[src/rtl/crlf_chunk_pkg.sv]
package crlf_chunk_pkg;
    localparam int          BYTE_W  = 8;
    localparam logic [7:0]  CHAR_LF = 8'h0A;
    localparam logic [7:0]  CHAR_CR = 8'h0D;
endpackage

[src/rtl/crlf_expand.sv]
module crlf_expand
    import crlf_chunk_pkg::*;
(
    input  logic              clk,
    input  logic              rst_n,
    input  logic              in_valid,
    input  logic [BYTE_W-1:0] in_data,
    input  logic              in_last,
    output logic              in_ready,
    output logic              s_valid,
    output logic [BYTE_W-1:0] s_data,
    output logic              s_last,
    input  logic              s_ready
);
    typedef struct packed {
        logic owe_lf;
        logic owe_last;
    } exp_st_t;

    exp_st_t st_d, st_q;

    always_comb begin
        st_d     = st_q;
        in_ready = 1'b0;
        s_valid  = 1'b0;
        s_data   = in_data;
        s_last   = in_last;
        if (st_q.owe_lf) begin
            s_valid = 1'b1;
            s_data  = CHAR_LF;
            s_last  = st_q.owe_last;
            if (s_ready) begin
                st_d.owe_lf   = 1'b0;
                st_d.owe_last = 1'b0;
            end
        end else begin
            s_valid  = in_valid;
            in_ready = s_ready;
            if (in_data == CHAR_LF) begin
                s_data = CHAR_CR;
                s_last = 1'b0;
                if (in_valid && s_ready) begin
                    st_d.owe_lf   = 1'b1;
                    st_d.owe_last = in_last;
                end
            end
        end
    end

    always_ff @(posedge clk or negedge rst_n) begin
        if (!rst_n) st_q <= '0;
        else        st_q <= st_d;
    end

    // an accepted line feed stalls input and owes exactly one LF next
    a_r3_lf_owed: assert property (@(posedge clk) disable iff (!rst_n)
        (in_valid && in_ready && in_data == CHAR_LF) |=>
            (!in_ready && s_valid && s_data == CHAR_LF));

    // other bytes pass straight through
    a_r9_passthru: assert property (@(posedge clk) disable iff (!rst_n)
        (in_valid && in_ready && in_data != CHAR_LF) |-> (s_data == in_data));
endmodule

[src/rtl/chunk_fill.sv]
module chunk_fill
    import crlf_chunk_pkg::*;
#(
    parameter int MAX_BYTES = 8,
    localparam int DATA_W   = MAX_BYTES * BYTE_W,
    localparam int LEN_W    = $clog2(MAX_BYTES + 1)
) (
    input  logic              clk,
    input  logic              rst_n,
    input  logic              s_valid,
    input  logic [BYTE_W-1:0] s_data,
    input  logic              s_last,
    output logic              s_ready,
    output logic              pkt_valid,
    output logic [DATA_W-1:0] pkt_data,
    output logic [LEN_W-1:0]  pkt_len,
    input  logic              pkt_ack
);
    localparam logic [LEN_W-1:0] FULL_CNT = LEN_W'(MAX_BYTES);

    typedef struct packed {
        logic [DATA_W-1:0] data;
        logic [LEN_W-1:0]  cnt;
        logic              full;
    } fill_st_t;

    fill_st_t st_d, st_q;
    logic              take;
    logic [DATA_W-1:0] lane_next;

    assign take = s_valid && !st_q.full;

    for (genvar g = 0; g < MAX_BYTES; g++) begin : g_lane
        assign lane_next[g*BYTE_W +: BYTE_W] =
            (take && st_q.cnt == LEN_W'(g)) ? s_data : st_q.data[g*BYTE_W +: BYTE_W];
    end

    always_comb begin
        st_d    = st_q;
        s_ready = !st_q.full;
        if (st_q.full) begin
            if (pkt_ack) begin
                st_d.full = 1'b0;
                st_d.cnt  = '0;
                st_d.data = '0;
            end
        end else if (take) begin
            st_d.data = lane_next;
            st_d.cnt  = st_q.cnt + LEN_W'(1);
            if ((st_q.cnt + LEN_W'(1)) == FULL_CNT || s_last)
                st_d.full = 1'b1;
        end
    end

    always_ff @(posedge clk or negedge rst_n) begin
        if (!rst_n) st_q <= '0;
        else        st_q <= st_d;
    end

    assign pkt_valid = st_q.full;
    assign pkt_data  = st_q.data;
    assign pkt_len   = st_q.cnt;

    // presented length is never zero and never above the limit
    a_r5_len_range: assert property (@(posedge clk) disable iff (!rst_n)
        pkt_valid |-> (pkt_len != '0 && pkt_len <= FULL_CNT));

    // the slot that fills the chunk releases it
    a_r2_full_emit: assert property (@(posedge clk) disable iff (!rst_n)
        (s_valid && s_ready && st_q.cnt == FULL_CNT - LEN_W'(1)) |=>
            (pkt_valid && pkt_len == FULL_CNT));

    // the end-of-message byte releases the chunk
    a_r5_last_flush: assert property (@(posedge clk) disable iff (!rst_n)
        (s_valid && s_ready && s_last) |=> pkt_valid);

    // a presented chunk is held until acknowledged
    a_r7_hold: assert property (@(posedge clk) disable iff (!rst_n)
        (pkt_valid && !pkt_ack) |=> (pkt_valid && $stable(pkt_data) && $stable(pkt_len)));

    // acknowledge while idle creates nothing
    a_r8_idle_ack: assert property (@(posedge clk) disable iff (!rst_n)
        (!pkt_valid && !s_valid) |=> !pkt_valid);
endmodule

[src/rtl/crlf_packetizer.sv]
module crlf_packetizer
    import crlf_chunk_pkg::*;
#(
    parameter int MAX_BYTES = 8,
    localparam int DATA_W   = MAX_BYTES * BYTE_W,
    localparam int LEN_W    = $clog2(MAX_BYTES + 1)
) (
    input  logic              clk,
    input  logic              rst_n,
    input  logic              in_valid,
    input  logic [BYTE_W-1:0] in_data,
    input  logic              in_last,
    output logic              in_ready,
    output logic              pkt_valid,
    output logic [DATA_W-1:0] pkt_data,
    output logic [LEN_W-1:0]  pkt_len,
    input  logic              pkt_ack
);
    logic              s_valid;
    logic [BYTE_W-1:0] s_data;
    logic              s_last;
    logic              s_ready;

    crlf_expand u_expand (
        .clk      (clk),
        .rst_n    (rst_n),
        .in_valid (in_valid),
        .in_data  (in_data),
        .in_last  (in_last),
        .in_ready (in_ready),
        .s_valid  (s_valid),
        .s_data   (s_data),
        .s_last   (s_last),
        .s_ready  (s_ready)
    );

    chunk_fill #(.MAX_BYTES(MAX_BYTES)) u_fill (
        .clk       (clk),
        .rst_n     (rst_n),
        .s_valid   (s_valid),
        .s_data    (s_data),
        .s_last    (s_last),
        .s_ready   (s_ready),
        .pkt_valid (pkt_valid),
        .pkt_data  (pkt_data),
        .pkt_len   (pkt_len),
        .pkt_ack   (pkt_ack)
    );

    // input stalls while a chunk waits for acknowledgement
    a_r7_stall: assert property (@(posedge clk) disable iff (!rst_n)
        pkt_valid |-> !in_ready);
endmodule

[config.mk]
export PLATFORM = sky130hd
export DESIGN_NAME = crlf_packetizer
export DESIGN_NICKNAME = d
export VERILOG_FILES = /design/src/rtl/crlf_chunk_pkg.sv /design/src/rtl/crlf_expand.sv /design/src/rtl/chunk_fill.sv /design/src/rtl/crlf_packetizer.sv
export SDC_FILE = /design/constraint.sdc
export NUM_CORES = 1
export LEC_CHECK = 0
export ABC_AREA = 1
export ABC_CLOCK_PERIOD_IN_PS = 2300
export CORE_ASPECT_RATIO = 0.7
export CORE_MARGIN = 2
export CORE_UTILIZATION = 40
export DETAILED_ROUTE_END_ITERATION = 6
export DONT_BUFFER_PORTS = 1
export MAX_ROUTING_LAYER = met4
export RECOVER_POWER = 50
export SLEW_MARGIN = 10
export SYNTH_ARGS = -nofsm -noshare
export SYNTH_HDL_FRONTEND = slang
export SYNTH_SLANG_ARGS = --single-unit
export TNS_END_PERCENT = 5
[constraint.sdc]
create_clock -name clk -period 2.3 [get_ports clk]
set_input_delay 0.575 -clock clk [delete_from_list [all_inputs] [get_ports clk]]
set_output_delay 0.575 -clock clk [all_outputs]
set_load 0.1 [all_outputs]
==> impl_metrics.ini <==
[timing]
fmax_mhz = 507
period_needed_ns = 1.97
worst_slew_pin_slew_ns = 1.73
drv_slew = 72
rsz0062_at_grt = no
final.setup.tns_ns = 0
hold_viol = 0
fin_skew_ns = 0.00674
setup_viol = 0
maxSlewHeadroom_pct = -15.6
period_share_pct = 85.7

[die]
dieHeight_um = 76.2
rows = 26
fp.dieW_um = 107
start_util_pct = 41.1
ios = 83
dieArea_um2 = 8170
fp.coreArea_um2 = 7250

[critical_path]
critPathArrivalTime_ns = 2.23
cp_cell_sequence = nor2_1, nor2_1, o21ai_1, o21ai_0
crit_path_max_incr_delay_ns = 0.72
rr_startpoint = u_expand.st_q[1]
cp_common_cell = nor2_1
crit_required_ns = 2.56
r2r_end = u_fill.pkt_data[11]
crit_buf_inv = 0
crit_path_max_fanout = 14
cp-start-kind = flop
critPathTopFamily = simple AND/OR/NAND/NOR gates
reg2regPathDepth = 4
cp-end-kind = flop
r2r_slack_ns = 0.33
crit_slowest_cell = nor2_1
crit_type = flop to flop

[route]
detail_route.vias_per_cell = 4.81
wl_per_cell_um = 14.7
dr.first_iter.drc_count = 125
firstDrtPassIters = 4
drc = 0
routed_wirelength_mm = 7.29
ant_nets = 0
vias = 2393

[finish]
area_growth_pct = 24.7
layout.nets = 412
drive_above_1_share_pct = 26.1
insertedDiodeCount = 0

[yosys]
synth_top_family_by_area = simple AND/OR/NAND/NOR gates
synth-seq-cells = 71
synthSimpleGateAreaFrac_pct = 21.0
synth_top_area_cell = dfrtp_1
postSynthCellCount = 321
yosysUniqueCellTypes = 20
synth_mux_area_share_pct = 0
ys_top_cells_by_area = dfrtp_1 60%, nand2_1 13%, o21ai_0 7.6%
syn_area_um2 = 2980
yosys_warnings = 0
avgSynthCellArea_um2 = 9.28
synth_top_area_share_pct = 59.6
synthAdderAreaFrac_pct = 2.10
synth_xor_area_share_pct = 0.294
syn-num-nets = 339
ys_seq_area_share_pct = 59.6
synth_compound_area_share_pct = 11.5

[global_route]
grt_pass1_vias = 2298
antenna_found_initial = 0
track_usage_pct = 19.8
grt_first_pass_wirelength_mm = 12.0
grt_max_degree = 72
overflow = 0

[placement]
hpwl_mm = 5.21
port_buffers = 0
gp_congestion = 0.857

[min_path]
holdPathStages = 2
hold_path.class = primary input to flop
min_from = in_last
hold_end = u_expand.st_q[0]

[cts]
cts_buffers = 9
clockBufferDepth = 2
cts.sinks = 71
post_cts_buffers = 0
clkSlewWorstSetupHoldPaths_ns = 0.08
insertion_delay_ns = 0.35
root_buffer = clkbuf_8
hold_buffers = 1
cts_resized = 0
cts_tree = built
h-tree-depth = 3

[flow_run]
max_cap_violations = 1

[run_status]
status = finished with violations
violations = capacitance limit, slew limit
state kept, by name (all words and copies together), names as in the netlist:
register / cells
u_fill.pkt_len: 4
u_fill.pkt_valid: 1
u_expand.st_q: 2
u_fill.pkt_data: 64
kinds of logic after synthesis:
kind of cell | after synthesis
xor+xnor | 1
simple gates | 146
flops | 71
fa+ha+maj | 5
compound gates | 68
buf+inv | 30
worst register-to-register path: stages, from the launching register on:
cell	delay, ns
dfrtp_1	0.35
nor2_1	0.06
nor2_1	0.72
o21ai_1	0.47
o21ai_0	0.29
synth_stat cells, drive strengths merged:
cell,count
buf,10
nor3,1
o22ai,1
nand3,21
nand4,1
xnor2,1
dfrtp,71
inv,20
a21oi,5
nor2,10
o21ai,62
ha,5
nand2,113
metrics by stage:
stage | utilization, % | cells | area (um2) | hold slack [ns] | setup slack, ns
final | 51.2 | 497 | 3720 | 0.367 | 0.329
after global routing | 51.2 | 497 | 3720 | 0.348 | 0.238
after CTS | 52.7 | 497 | 3820 | 0.105 | 0.363
after detailed placement | 49.2 | 480 | 3570 | 0.282 | 0.168
after global placement | 49.2 | 480 | 3570 | 0.282 | 0.281
after floorplan | - | 321 | 2990 | 0.279 | 0.203
final cells by class:
type,instances,area (um2)
Tap cell,98,123
Clock buffer,9,124
Sequential cell,71,1780
Timing Repair Buffer,72,465
Clock inverter,7,105
Fill cell,704,3540
Multi-Input combinational cell,220,1050
Inverter,20,77.6
worst max path at each step:
stage                           start                   to  slack [ns]  depth (start not counted)
floorplan           u_fill.pkt_len[0]  u_fill.pkt_data[35]        0.20                          8
global placement             in_valid  u_fill.pkt_data[19]        0.28                          4
detailed placement           in_valid  u_fill.pkt_data[11]        0.17                          4
CTS                  u_expand.st_q[1]  u_fill.pkt_data[11]        0.36                          4
global route                    rst_n  u_fill.pkt_data[21]        0.24                          1
finish               u_expand.st_q[1]  u_fill.pkt_data[11]        0.33                          4
layer usage:
layer  global-route usage, %  part of all wire (%)  vias to the layer above
met1                    28.3                    50                     1132
met3                    8.38                   8.3                        4
met5                       -                     0                        -
met2                    26.5                    41                       68
met4                    3.51                  0.52                        0
li1                        -                     -                     1189
cells in the final DEF (no fill, tap or decap):
| master | Yosys | routed |
|---|---|---|
| buf_12 | 0 | 1 |
| o22ai_1 | 1 | 1 |
| inv_1 | 17 | 17 |
| nor2_4 | 2 | 3 |
| clkinv_4 | 0 | 2 |
| xnor2_1 | 1 | 1 |
| nor3_2 | 1 | 1 |
| nor2_1 | 8 | 7 |
| clkinvlp_4 | 0 | 1 |
| o21ai_1 | 17 | 17 |
| inv_8 | 0 | 1 |
| nand3_1 | 21 | 21 |
| nand2_2 | 8 | 8 |
| inv_4 | 1 | 1 |
| inv_6 | 0 | 1 |
| dfrtp_1 | 71 | 71 |
| o21ai_0 | 45 | 45 |
| nand2_4 | 1 | 1 |
| nand2_1 | 104 | 104 |
| buf_4 | 0 | 36 |
| nand4_1 | 1 | 1 |
| bufinv_16 | 0 | 2 |
| clkbuf_8 | 0 | 9 |
| inv_2 | 2 | 2 |
| clkbuf_2 | 0 | 35 |
| a21oi_1 | 5 | 5 |
| ha_1 | 5 | 5 |
Power is left out: the tool's default activity adds up to more than one toggle a clock period on the data nets, which glitch-free logic cannot reach.
